==> config.mk <==
export PLATFORM = sky130hd
export DESIGN_NAME = spi_fifo_req_ctrl
export DESIGN_NICKNAME = d
export VERILOG_FILES = /design/src/rtl/spi_req_pkg.sv /design/src/rtl/spi_fill_flag.sv /design/src/rtl/spi_event_flag.sv /design/src/rtl/spi_req_router.sv /design/src/rtl/spi_fifo_req_ctrl.sv
export SDC_FILE = /design/constraint.sdc
export NUM_CORES = 1
export LEC_CHECK = 0
export BUFFER_PORTS_ARGS = -buffer_cell sky130_fd_sc_hd__buf_2
export CORE_MARGIN = 2
export CORE_UTILIZATION = 33
export CTS_CLUSTER_DIAMETER = 50
export DETAILED_ROUTE_END_ITERATION = 8
export MAX_ROUTING_LAYER = met4
export PLACE_DENSITY = 0.8
export SYNTH_ARGS = -nofsm -noshare
export SYNTH_HDL_FRONTEND = slang
export SYNTH_SLANG_ARGS = --single-unit
==> constraint.sdc <==
create_clock -name clk -period 0.9 [get_ports clk]
set_input_delay 0.09 -clock clk [delete_from_list [all_inputs] [get_ports clk]]
set_output_delay 0.09 -clock clk [all_outputs]
set_load 0.03 [all_outputs]
==> src/rtl/spi_req_pkg.sv <==
// Shared flag positions and configuration layout for the SPI request controller.
// Assumes four flags; positions are fixed because software decodes them.
package spi_req_pkg;
    localparam int FLG_EOQ  = 0;
    localparam int FLG_TXF  = 1;
    localparam int FLG_CMDF = 2;
    localparam int FLG_INV  = 3;
    localparam int NFLAGS   = 4;

    typedef struct packed {
        logic              cmd_to_dma;
        logic              tx_to_dma;
        logic [NFLAGS-1:0] req_en;
    } req_cfg_t;
endpackage

==> src/rtl/spi_fill_flag.sv <==
// FIFO room flag: sets while the FIFO is below DEPTH, is dropped for one
// cycle by a DMA push, and accepts a software clear only when the FIFO is full.
// Assumes count never exceeds DEPTH. Held clear while 'active' is low.
module spi_fill_flag #(
    parameter int DEPTH = 8,
    parameter int CW    = $clog2(DEPTH + 1)
) (
    input  logic          clk,
    input  logic          rst_n,
    input  logic          active,
    input  logic [CW-1:0] count,
    input  logic          dma_push,
    input  logic          sw_clr,
    output logic          flag
);
    localparam logic [CW-1:0] FULL = CW'(DEPTH);

    logic has_room;

    // Room exists when the count is below the depth.
    always_comb has_room = (count < FULL);

    // Flag state: DMA clear first, then room sets, then a software clear.
    always_ff @(posedge clk) begin
        if (!rst_n)         flag <= 1'b0;
        else if (!active)   flag <= 1'b0;
        else if (dma_push)  flag <= 1'b0;
        else if (has_room)  flag <= 1'b1;
        else if (sw_clr)    flag <= 1'b0;
    end
endmodule

==> src/rtl/spi_event_flag.sv <==
// Sticky event flag: a set pulse makes it 1, a write-one clear makes it 0,
// and a set in the same cycle as a clear wins.
module spi_event_flag (
    input  logic clk,
    input  logic rst_n,
    input  logic set_ev,
    input  logic sw_clr,
    output logic flag
);
    // Sticky state with set priority over clear.
    always_ff @(posedge clk) begin
        if (!rst_n)       flag <= 1'b0;
        else if (set_ev)  flag <= 1'b1;
        else if (sw_clr)  flag <= 1'b0;
    end
endmodule

==> src/rtl/spi_req_router.sv <==
// Combines flags with the configuration into the interrupt and DMA lines.
// Flags without a routing bit always go to the interrupt.
module spi_req_router
    import spi_req_pkg::*;
(
    input  logic [NFLAGS-1:0] flags,
    input  req_cfg_t          cfg,
    output logic              irq,
    output logic              tx_dma_req,
    output logic              cmd_dma_req
);
    logic [NFLAGS-1:0] live;
    logic [NFLAGS-1:0] to_dma;

    // Per-flag routing: only the two fill flags may go to DMA.
    always_comb begin
        live            = flags & cfg.req_en;
        to_dma          = '0;
        to_dma[FLG_TXF]  = cfg.tx_to_dma;
        to_dma[FLG_CMDF] = cfg.cmd_to_dma;
    end

    // Output lines from the enabled flags.
    always_comb begin
        irq         = |(live & ~to_dma);
        tx_dma_req  = live[FLG_TXF]  & to_dma[FLG_TXF];
        cmd_dma_req = live[FLG_CMDF] & to_dma[FLG_CMDF];
    end
endmodule

==> src/rtl/spi_fifo_req_ctrl.sv <==
// Flag and request controller for a queued SPI master with separate data and
// command FIFOs. Holds the configuration register, the four flags and the
// request routing. Assumes the FIFO counts and strobes are synchronous to clk.
module spi_fifo_req_ctrl
    import spi_req_pkg::*;
#(
    parameter int TX_DEPTH  = 8,
    parameter int CMD_DEPTH = 8,
    parameter int TX_CW     = $clog2(TX_DEPTH + 1),
    parameter int CMD_CW    = $clog2(CMD_DEPTH + 1)
) (
    input  logic              clk,
    input  logic              rst_n,
    input  logic              xmode_en,
    input  logic [TX_CW-1:0]  tx_count,
    input  logic [CMD_CW-1:0] cmd_count,
    input  logic              tx_push_dma,
    input  logic              cmd_push_dma,
    input  logic              last_bit,
    input  logic              cmd_eoq,
    input  logic              cmd_last_frame,
    input  logic              flag_wr,
    input  logic [3:0]        flag_wdata,
    input  logic              cfg_wr,
    input  logic [5:0]        cfg_wdata,
    output logic [3:0]        flags,
    output logic              irq,
    output logic              tx_dma_req,
    output logic              cmd_dma_req
);
    req_cfg_t          cfg_q;
    logic [NFLAGS-1:0] clr;
    logic              eoq_set;
    logic              inv_set;

    // Configuration register, written whole.
    always_ff @(posedge clk) begin
        if (!rst_n)      cfg_q <= '0;
        else if (cfg_wr) cfg_q <= req_cfg_t'(cfg_wdata);
    end

    // Decode the write-one-to-clear strobes and the event set conditions.
    always_comb begin
        clr     = flag_wr ? flag_wdata : '0;
        eoq_set = last_bit && cmd_eoq && (!xmode_en || cmd_last_frame);
        inv_set = xmode_en && (tx_count != '0) && (cmd_count == '0);
    end

    spi_event_flag u_eoq (
        .clk(clk), .rst_n(rst_n), .set_ev(eoq_set),
        .sw_clr(clr[FLG_EOQ]), .flag(flags[FLG_EOQ])
    );

    spi_event_flag u_inv (
        .clk(clk), .rst_n(rst_n), .set_ev(inv_set),
        .sw_clr(clr[FLG_INV]), .flag(flags[FLG_INV])
    );

    spi_fill_flag #(.DEPTH(TX_DEPTH), .CW(TX_CW)) u_txf (
        .clk(clk), .rst_n(rst_n), .active(1'b1), .count(tx_count),
        .dma_push(tx_push_dma), .sw_clr(clr[FLG_TXF]), .flag(flags[FLG_TXF])
    );

    spi_fill_flag #(.DEPTH(CMD_DEPTH), .CW(CMD_CW)) u_cmdf (
        .clk(clk), .rst_n(rst_n), .active(xmode_en), .count(cmd_count),
        .dma_push(cmd_push_dma), .sw_clr(clr[FLG_CMDF]), .flag(flags[FLG_CMDF])
    );

    spi_req_router u_route (
        .flags(flags), .cfg(cfg_q), .irq(irq),
        .tx_dma_req(tx_dma_req), .cmd_dma_req(cmd_dma_req)
    );
endmodule

-- Word level (Yosys, flattened, before mapping)
Index checks and enable logic that the tools add are counted.
- bits in registers: 10
- latch bits: 0
- memory bits (writable): 0
- ROM bits: 0
- output and inout port bits: 7
- logic and storage cells: 40
- memories kept: 0
- $add $sub $neg: 0
- multiply operators: 0
- divide/modulo/power cells: 0
- $lt $le $gt $ge: 2
- eq/ne operators: 0
- shifts and indexed selects: 0
- muxes and demuxes: 9
- bitwise gates (word level): 7
- reductions and logical operators: 15
- operators with widths (kind ; count):
    $and 4x4->4 ; 2
    $lt 4x4->1 const B ; 2
    $mux 1 ; 8
    $reduce_bool 2->1 ; 4
    $logic_and 1x1->1 ; 4
    $logic_not 4->1 ; 1
    $mux 4 ; 1
    $not 3->4 ; 1
    $reduce_bool 4->1 ; 1
    $reduce_or 4->1 ; 1
    $reduce_or 3->1 ; 1
    $and 1x1->1 ; 2
    $not 1->1 ; 2
    $reduce_or 2->1 ; 1
    $logic_not 1->1 ; 1
    $logic_or 1x1->1 ; 1

-- Depth between registers and ports, before layout
Gate-level depths: netlist of run 1.
- depth after elaboration: 4
- mapped depth: 3
- gate-level depth less buffers: 3

-- By module
A second synthesis of run 1 with hierarchy kept.
- cell total of the unflattened synthesis: 50
- area, all modules: 499.2 um^2
- modules (own cells, without submodules) (module ; instances ; cells each ; area each (um^2) ; seq. area each (um^2)):
    spi_fifo_req_ctrl ; 1 ; 30 ; 284.0 ; 120.1
    spi_fill_flag ; 2 ; 4 ; 42.5 ; 20.0
    spi_event_flag ; 2 ; 3 ; 41.3 ; 20.0
    spi_req_router ; 1 ; 6 ; 47.5 ; 0.0

-- Worst setup path before layout of run 1
Ideal clock, no wire load.
- kind: register to output
- start point: register u_cmdf.flag
- end point: output port irq
- data arrival time: 934 ps
- data required time: 810 ps
- slack: -124 ps
- cell stages (with the launch flop): 3
- path buffers: 0
- cells stage by stage: dfxtp_1 > nand2_1 > o221ai_1
- longest elaborated chain between the ends: 3
- RTL lines (what ; RTL line ; RTL):
    start, declared ; spi_fill_flag.sv:14 ; output logic flag
    start signal, assigned ; spi_fill_flag.sv:25 ; if (!rst_n) flag <= 1'b0;
    start signal, assigned ; spi_fill_flag.sv:26 ; else if (!active) flag <= 1'b0;
    start signal, assigned ; spi_fill_flag.sv:27 ; else if (dma_push) flag <= 1'b0;
    $and 4x4->4 ; spi_req_router.sv:17 ; live = flags & cfg.req_en;
    $and 4x4->4 ; spi_req_router.sv:25 ; irq = |(live & ~to_dma);
    $reduce_or 4->1 ; spi_req_router.sv:25 ;
    end, declared ; spi_fifo_req_ctrl.sv:27 ; output logic irq,
Every way passes these cells.

-- Worst setup path after layout of run 1
- start point: register u_eoq.flag
- end point: output port irq
- longest elaborated chain between the ends: 3
- RTL lines (what ; RTL line ; RTL):
    start, declared ; spi_event_flag.sv:8 ; output logic flag
    start signal, assigned ; spi_event_flag.sv:12 ; if (!rst_n) flag <= 1'b0;
    start signal, assigned ; spi_event_flag.sv:13 ; else if (set_ev) flag <= 1'b1;
    start signal, assigned ; spi_event_flag.sv:14 ; else if (sw_clr) flag <= 1'b0;
    $and 4x4->4 ; spi_req_router.sv:17 ;
    $and 4x4->4 ; spi_req_router.sv:25 ;
    $reduce_or 4->1 ; spi_req_router.sv:25 ;
Every way passes these cells.

==> reports/results.txt, run 1 <==
status: finished with violations
failing checks: negative setup slack
slowest CP cell: dfxtp_2
clock buffers created by TritonCTS: 3
Worst Path Arrival: 1.04 ns
Reg area: 211 um2
initial antenna violation count: 0
post-DR vias/cell: 4.81
Final WS setup: -0.229 ns
Initial Util: 35.5%
commonest non-fill, non-tap cell in the layout: buf_2
DRT Pass-1 Iters: 4
antenna diode count: 0
chip height: 41.4 um
Clock transition at path regs: 0.06 ns
Total Wirelength: 1150 um
RePlAce Congestion: 0.701
multi-input logic area: 248 um2
vias: 505
Die X: 41.4 um
I/O Pins: 35
worst-path maximum fanout: 2
Post-Synthesis Cell Area: 462 um2
row count: 13
Final #Nets: 119
most frequent cells in the layout: buf_2 (27), buf_6 (11), nand2_1 (9), dfxtp_2 (9), nor2b_1 (7)
final std cells w/o fill: 105
Syn Nets: 78
leakage: 0.379 nW
Setup crit start kind: flop
DP Cell Count: 98
area grow syn2layout: 73.4%
Crit. End Element: output pin
clk sinks: 10
max frequency: 886 MHz
Setup Skew: 0 ns
PwrDens: 1330 nW/um2
# port buffers: 34
worst hold path class: input pin to flop
grt total ovfl: 0
Worst Setup Path Type: flop to output pin
CTS tree: yes
WP buf/inv: 1
number of H-tree levels: 1
Synth cell types: 17
minimum clock period: 1.13 ns
Fillers: 116
fin area: 801 um2
Tot Pwr: 1.06 mW
Critical Path RT: 0.81 ns
final hold violation count: 0
first-pass GRT wire length: 1730 um
post-synthesis sequential area ratio: 43.4%
clk_lat worst skew: 0.26 ns
maximum number of pins on one net before global-route repair: 11
die area: 1710 um2
final setup fails: 7
final core utilization: 61.5%
Rel. slew slack: 79.5%
All-Layer GR Usage: 14.2%
Max VDD drop: 829 uV
average size of a mapped cell: 9.23 um2
CP peak stage delay: 0.33 ns
largest delay contributor family on the critical path: flip-flops
Mapped Cells: 50
YS warnings: 0
fin. max-slew vios: 0
wire per inst: 11.0 um
vias in the first global route: 434
CTS root buf: clkbuf_4
Max Cap Viol: 0
CP Cell Sequence: a22oi_2 > o221ai_2 > buf_6
post-route ant nets: 0
unrepaired setup endpoints after global routing: yes
layout cells sized above 1: 62.2%
Starting DRT DRC Count: 5
Clock Tree Buf Depth: 2
CORE AREA: 1300 um2
DRC viols: 0
#FFs+latches synth: 10
Least-Margin Pin Slew: 0.305 ns
hold slack: 0.00579 ns
area post-placement: 652 um2
Final period util: 125%
[routing by layer]
layer,vias up,global-route usage [%],part of all wire [%]
met5,-,-,0
met4,0,9.68,0
met1,223,13.7,35
met2,30,23.4,54
li1,252,-,-
met3,0,5.22,11
[repair_timing]
item                                    in CTS  in global routing
hold buffers                                 1                  1
buffers inserted                             2                  3
pin swaps                                    2                  3
endpoints found under the setup margin       7                  7
endpoints found under the hold margin        1                  1
resized for setup                           28                  4
[sequential cells by signal (all words and copies together), names as in the netlist]
| signal | count |
|---|---|
| u_eoq.flag | 1 |
| u_txf.flag | 1 |
| u_cmdf.flag | 1 |
| u_inv.flag | 1 |
| cfg_q | 6 |
[metrics by stage]
stage / setup WS (ns) / setup TNS [ns]
floorplan: 0.0172 / 0
global placement: -0.0857 / -0.102
detailed placement: -0.114 / -0.133
CTS: -0.235 / -0.490
global route: -0.291 / -0.869
finish: -0.229 / -0.609
[where the power goes]
| part | total, mW | leakage (nW) | switching (mW) | internal [mW] |
|---|---|---|---|---|
| sequential | 0.487 | 0.0857 | 0.0173 | 0.470 |
| combinational | 0.189 | 0.272 | 0.0783 | 0.111 |
| clock | 0.386 | 0.0210 | 0.141 | 0.245 |
| total | 1.06 | 0.379 | 0.237 | 0.826 |
[cell type report]
class	count	share of cell area (%)
well taps	15	2.34
repair buffers	41	35.8
flip-flops and latches	10	26.4
multi-input cells	35	30.9
clock buffers	4	4.53
[cell families (layout without fill, tap and decap cells)]
kind of cell / count (synthesis) / count (layout) / share of synthesized area [%]
DFF: 10 / 10 / 43.4
and+or+nand+nor: 23 / 23 / 26.3
AOI/OAI and AO/OA: 6 / 6 / 9.76
buffers and inverters: 5 / 45 / 7.59
muxes: 6 / 6 / 13.0
[cell usage after synthesis]
cell | instances | share of area [%]
nor4_1 | 1 | 1.4
a22oi_1 | 1 | 1.6
buf_4 | 4 | 6.5
nand2_1 | 9 | 7.3
o31ai_1 | 1 | 1.6
o221ai_1 | 1 | 1.9
a211oi_1 | 1 | 1.6
or4_1 | 1 | 1.6
and3_1 | 2 | 2.7
nand2b_1 | 2 | 2.7
mux2i_1 | 6 | 13
buf_2 | 1 | 1.1
nand3_1 | 1 | 1.1
nor2b_1 | 7 | 9.5
a21oi_1 | 1 | 1.1
a32oi_1 | 1 | 1.9
dfxtp_1 | 10 | 43
[final timing paths]
kind / slack (ns) / from / endpoint / cells past startpoint
worst max-delay path: -0.23 / u_eoq.flag / irq / 3
worst min-delay path: 0.006 / tx_count[3] / u_txf.flag / 2
worst max register to register: 0.03 / u_eoq.flag / u_eoq.flag / 4
worst min register to register: 0.52 / cfg_q[0] / cfg_q[0] / 2
No activity file was read; power rests on OpenSTA's default activity.
==> run 2, diff against run 1 <==
- CORE_UTILIZATION: 33 -> 34
- SYNTH_HIERARCHICAL: unset -> 1
==> run 2 against run 1 <==
Net effect:
- the run still ends with negative setup slack left
- die area increased by 4.5%
- cell count increased by 8.6%
- global-route usage increased by 3.3 points
- clock skew unchanged
- synthesized cell count unchanged
- non-clock buffer count increased by 5
- critical path depth unchanged
- combinational power increased by 11%
- synthesized area increased by 8.1%
==> reports/results.txt, run 2 <==
Comb pwr share: 18.9% (+1.1 points)
FF-to-FF setup slack: -0.04 ns (-0.07 ns)
Crit. End Element: output pin
final core utilization: 68.2% (+6.7 points)
CTS tree: yes
clk_lat worst skew: 0.26 ns (about the same)
worst-path maximum fanout: 2 (unchanged)
commonest non-fill, non-tap cell in the layout: buf_2
#FFs+latches synth: 10 (unchanged)
Int Power: 840 uW (+1.7%)
status: finished with violations
switching share of power: 24.1% (+1.8 points)
Post-Synthesis Cell Area: 499 um2 (+8.1%)
reg2reg start: u_eoq/flag
Critical Path RT: 0.81 ns (about the same)
Worst Path Arrival: 1.08 ns (+0.04 ns)
Max VDD drop: 843 uV (+1.6%)
slowest CP cell: dfxtp_2
number of H-tree levels: 1 (unchanged)
max FFs per register: 6 (unchanged)
min-delay src: cmd_count[3]
Max Cap Viol: 0 (unchanged)
clock buffers created by TritonCTS: 3 (unchanged)
Die X: 42.3 um (+2.2%)
DRT Pass-1 Iters: 2 (-2)
post-synthesis sequential area ratio: 40.1% (-3.3 points)
worst hold path class: input pin to flop
most flop-heavy register: cfg_q
Clock transition at path regs: 0.07 ns (about the same)
Synth cell types: 18 (+1)
row count: 13 (unchanged)
Fillers: 112 (-3.4%)
most frequent cells in the layout: buf_2 (27), buf_6 (12), dfxtp_2 (9), mux2i_1 (6), nor2b_1 (6)
Setup crit start: u_eoq/flag
die area: 1790 um2 (+4.5%)
share of the synthesized area in the top cell type: 40.1% (-3.3 points)
# port buffers: 34 (unchanged)
most numerous cell in the Yosys netlist: dfxtp_1
failing checks: negative setup slack
Mapped Cells: 50 (unchanged)
Syn Nets: 78 (unchanged)
unrepaired setup endpoints after global routing: yes
Post-synth EDFFs: 0 (unchanged)
vias in the first global route: 535 (+23%)
CTS root buf: clkbuf_4
Tot Pwr: 1.11 mW (+4.1%)
chip height: 42.3 um (+2.2%)
initial antenna violation count: 0 (unchanged)
cell taking the most area after synthesis: dfxtp_1
maximum number of pins on one net before global-route repair: 11 (unchanged)
antenna diode count: 0 (unchanged)
Flop pwr share: 44.1% (-1.7 points)
clk sinks: 10 (unchanged)
RePlAce Congestion: 0.786 (+12%)
Starting DRT DRC Count: 2 (-3)
DP Cell Count: 103 (+5.1%)
post-DR vias/cell: 4.65 (-3.3%)
final hold violation count: 0 (unchanged)
Area contributors post-synth: dfxtp_1 (40%), mux2i_1 (12%), nor2b_1 (7.5%)
I/O Pins: 35 (unchanged)
top_reg_cell synth: dfxtp_1
Total Wirelength: 1360 um (+18%)
Setup crit start kind: flop
CP peak stage delay: 0.33 ns (about the same)
Final #Nets: 128 (+7.6%)
final std cells w/o fill: 114 (+8.6%)
r2r endpoint: u_eoq/flag
grt total ovfl: 0 (unchanged)
post-route ant nets: 0 (unchanged)
dpl hpwl: 1020 um
first-pass GRT wire length: 2260 um (+31%)
CORE AREA: 1330 um2 (+2.5%)
DRC viols: 0 (unchanged)
clock share of power: 37.0% (+0.6 points)
Initial Util: 37.4% (+1.9 points)
Post-synth top cells: dfxtp_1 (10), mux2i_1 (6), nor2b_1 (6)
vias: 530 (+5.0%)
YS warnings: 6 (+6)
area grow syn2layout: 82.2%
dpl ws: -0.222 ns (-0.108 ns)
fin. max-slew vios: 0 (unchanged)
WHS Endpoint: u_cmdf/flag
Final period util: 130% (+4.7 points)
minimum clock period: 1.17 ns (+0.0420 ns)
max frequency: 854 MHz (-3.6%)
layout cells sized above 1: 65.7% (+3.4 points)
Final WS setup: -0.271 ns (-0.0420 ns)
CP Cell Sequence: a22oi_2 > o221ai_4 > buf_6
switching power: 267 uW (+13%)
Post-synth ARST share: 0% (unchanged)
WHS Path Cells: 2 (unchanged)
All-Layer GR Usage: 17.5% (+3.3 points)
average size of a mapped cell: 9.98 um2 (+8.1%)
Clock Tree Buf Depth: 2 (unchanged)
worst reg2reg path depth: 4 (unchanged)
PwrDens: 1220 nW/um2 (-8.3%)
final setup fails: 8 (+1)
Setup Skew: 0 ns (unchanged)
Worst Setup Path Type: flop to output pin
leakage: 0.433 nW (+14%)
wire per inst: 11.9 um (+8.5%)
[run 2: stage by stage]
stage                     cell area [um2]  setup TNS (ns)  hold WS, ns
final                                 910          -0.979       0.0149
after global routing                  910           -1.27       0.0192
after CTS                             881          -0.766      0.00666
after detailed placement              734          -0.249        0.251
after global placement                734          -0.218        0.248
after floorplan                       513          -0.126        0.147
[run 2: per-layer routing]
layer	routed length, um	vias up	track usage [%]
met3	122	2	7.76
li1	-	274	-
met5	0	-	-
met1	502	224	16.7
met4	6	0	1.88
met2	724	30	32.9
[run 2: cell type report]
type | instances | area (um2) | area share, %
sequential | 10 | 211 | 23.2
clock buffer | 4 | 36.3 | 3.99
timing repair buffer | 46 | 328 | 36.0
tap | 15 | 18.8 | 2.06
multi-input combinational | 38 | 312 | 34.3
inverter | 1 | 3.75 | 0.413
[run 2: cell families after synthesis]
logic type | count (synthesis) | synth area share [%]
buf+inv | 2 | 1.75
other cells | 1 | 0.751
flops | 10 | 40.1
mux | 6 | 12.0
compound gates | 7 | 14.5
simple gates | 24 | 30.8
[run 2: how the worst max path moves through the flow]
stage,to
2_1_floorplan,u_inv/flag
5_1_grt,irq
6_report,irq
3_3_place_gp,u_inv/flag
3_5_place_dp,u_inv/flag
4_1_cts,irq
[run 2: worst max-delay path, delay by kind of cell (launching register included)]
| kind | cells | cell delay [ns] |
|---|---|---|
| AO/OA/AOI/OAI | 2 | 0.33 |
| flip-flops | 1 | 0.33 |
| buffers and inverters | 1 | 0.15 |
[run 2: what timing repair did]
action                                 in CTS  in global routing
pin swaps                                   1                  3
gates resized for setup                    25                  3
hold buffers                                2                  0
setup buffers                               2                  3
gates cloned                                0                  0
setup endpoints to repair                   7                  8
endpoints found under the hold margin       2                  0
[run 2: power groups by stage]
stage	sequential, mW	combinational (mW)	clock [mW]
final	0.488	0.209	0.410
after CTS	0.487	0.200	0.415
after global placement	0.492	0.170	0
after detailed placement	0.493	0.174	0
after global routing	0.491	0.227	0.447
after floorplan	0.502	0.0712	0
==> run 3, diff against run 2 <==
- CORE_AREA: unset -> 2 2 39 41
- CORE_MARGIN: 2 -> unset
- CORE_UTILIZATION: 34 -> unset
- DIE_AREA: unset -> 0 0 41 43
- PLACE_DENSITY: 0.8 -> 0.83
- clock period: 0.9 -> 1.48 ns (I/O delays scaled with it)
==> run 3 against run 2 <==
Net effect:
- the flow now finishes without violations
- global-route usage fell by 2.8 points
- combinational power shrank 54%
- clock power fell by 42%
- sequential share of layout area increased by 4.5 points
- first-iteration DRC count is 50% lower
- critical path type unchanged
- highest routed layer is now met3
==> reports/results.txt, run 3 (same netlist as run 2, synthesis figures left out) <==
most frequent cells in the layout: buf_2 (34), dfxtp_1 (10), mux2i_1 (6), nor2b_1 (6), nand2_1 (5)
CP Cell Sequence: nand2_1 > o221ai_2 > buf_2
worst hold path class: input pin to flop
RePlAce Congestion: 0.666 (-15%)
Setup Skew: 0 ns (unchanged)
final setup fails: 0 (-8)
worst-path maximum fanout: 4 (+2)
Max VDD drop: 405 uV (-52%)
WL met3: 105 um (-14%)
min-delay src: cmd_push_dma
Final WS setup: 0.244 ns (+0.515 ns)
Final period util: 83.5%
Clock transition at path regs: 0.07 ns (about the same)
postcts setup bufs: 0 (-2)
fin area: 721 um2 (-21%)
die area: 1760 um2 (-1.6%)
Initial Util: 36.1% (-1.4 points)
Crit. End Element: output pin
I/O Pins: 35 (unchanged)
TNS Setup: 0 ns (+0.979 ns)
dpl hpwl: 968 um (-5.5%)
DR WL met2: 578 um (-20%)
fin. max-slew vios: 0 (unchanged)
clk_lat worst skew: 0.25 ns (about the same)
area post-placement: 684 um2 (-6.8%)
Fillers: 143 (+28%)
commonest non-fill, non-tap cell in the layout: buf_2
Clock Tree Buf Depth: 2 (unchanged)
post-route ant nets: 0 (unchanged)
Worst Path Arrival: 1.09 ns (about the same)
CTS tree: yes
Tot Pwr: 626 uW (-43%)
final core utilization: 52.1% (-16 points)
grt total ovfl: 0 (unchanged)
Worst Setup Path Type: flop to output pin
PwrDens: 869 nW/um2 (-29%)
CORE AREA: 1380 um2 (+3.8%)
CTS hold repair buffers: 0 (-2)
Total Wirelength: 1110 um (-18%)
DRT Pass-1 Iters: 2 (unchanged)
area grow syn2layout: 44.4%
FF-to-FF setup slack: 0.74 ns (+0.78 ns)
All-Layer GR Usage: 14.6% (-2.8 points)
max frequency: 809 MHz
CP peak stage delay: 0.38 ns (+0.05 ns)
r2r endpoint: u_cmdf/flag
status: complete, no violations
Max Cap Viol: 0 (unchanged)
number of H-tree levels: 1 (unchanged)
final hold violation count: 0 (unchanged)
leakage: 0.362 nW (-16%)
Setup crit start kind: flop
slowest CP cell: dfxtp_1
most flop-heavy register: cfg_q
Resize count post-CTS: 0 (-100%)
first-pass GRT wire length: 1790 um (-21%)
WHS Endpoint: u_cmdf/flag
initial antenna violation count: 0 (unchanged)
Starting DRT DRC Count: 1 (-1)
post-DR vias/cell: 4.68 (+0.66%)
vias: 482 (-9.1%)
antenna diode count: 0 (unchanged)
WHS Path Cells: 2 (unchanged)
vias in the first global route: 486 (-9.2%)
row count: 14 (+1)
reg2reg start: u_cmdf/flag
top sig layer: met3
CTS root buf: clkbuf_4
clock buffers created by TritonCTS: 3 (unchanged)
# port buffers: 34 (unchanged)
DRC viols: 0 (unchanged)
layout cells sized above 1: 50.6% (-15 points)
minimum clock period: 1.24 ns
worst reg2reg path depth: 2 (-2)
unrepaired setup endpoints after global routing: no
Die X: 41 um (-3.1%)
Final #Nets: 116 (-9.4%)
wl on met1: 428 um (-15%)
max FFs per register: 6 (unchanged)
wire per inst: 10.8 um (-9.2%)
Critical Path RT: 1.33 ns (+0.52 ns)
maximum number of pins on one net before global-route repair: 11 (unchanged)
chip height: 43 um (+1.6%)
dpl ws: 0.251 ns (+0.472 ns)
clk sinks: 10 (unchanged)
[run 3: through the flow]
step | instances | hold slack, ns
6_report | 103 | 0.0407
5_1_grt | 103 | 0.0355
4_1_cts | 103 | 0.0357
3_5_place_dp | 99 | 0.313
3_3_place_gp | 99 | 0.311
2_1_floorplan | 50 | 0.213
[run 3: worst max-delay path: cells and delay by family, from the launching register on]
family / cells / cell delay [ns]
DFF: 1 / 0.38
AOI/OAI and AO/OA: 1 / 0.15
and+or+nand+nor: 1 / 0.09
buffers and inverters: 1 / 0.22
[run 3: layer usage]
| layer | GRT usage (%) | vias up |
|---|---|---|
| met1 | 15.5 | 212 |
| li1 | - | 247 |
| met2 | 25.6 | 23 |
| met5 | - | - |
| met3 | 3.14 | 0 |
| met4 | 4.00 | 0 |
[run 3: layout make-up]
| class | count | area (um2) | area share (%) |
|---|---|---|---|
| inverters | 1 | 3.75 | 0.521 |
| well taps | 16 | 20.0 | 2.78 |
| multi-input cells | 38 | 290 | 40.3 |
| clock buffers | 4 | 36.3 | 5.03 |
| repair buffers | 34 | 170 | 23.6 |
| flip-flops and latches | 10 | 200 | 27.8 |
[run 3: how the worst max path moves through the flow]
stage / endpoint / start / slack, ns / depth (start not counted)
2_1_floorplan: irq / u_cmdf/flag / 0.34 / 2
3_3_place_gp: u_inv/flag / tx_count[1] / 0.27 / 4
3_5_place_dp: u_inv/flag / tx_count[1] / 0.25 / 4
4_1_cts: irq / u_cmdf/flag / 0.22 / 3
5_1_grt: irq / u_cmdf/flag / 0.12 / 3
6_report: irq / u_cmdf/flag / 0.24 / 3
[run 3: report_power, final]
group          internal (mW)  switching (mW)
Clock                  0.149          0.0884
Combinational         0.0529          0.0430
Sequential             0.283          0.0103
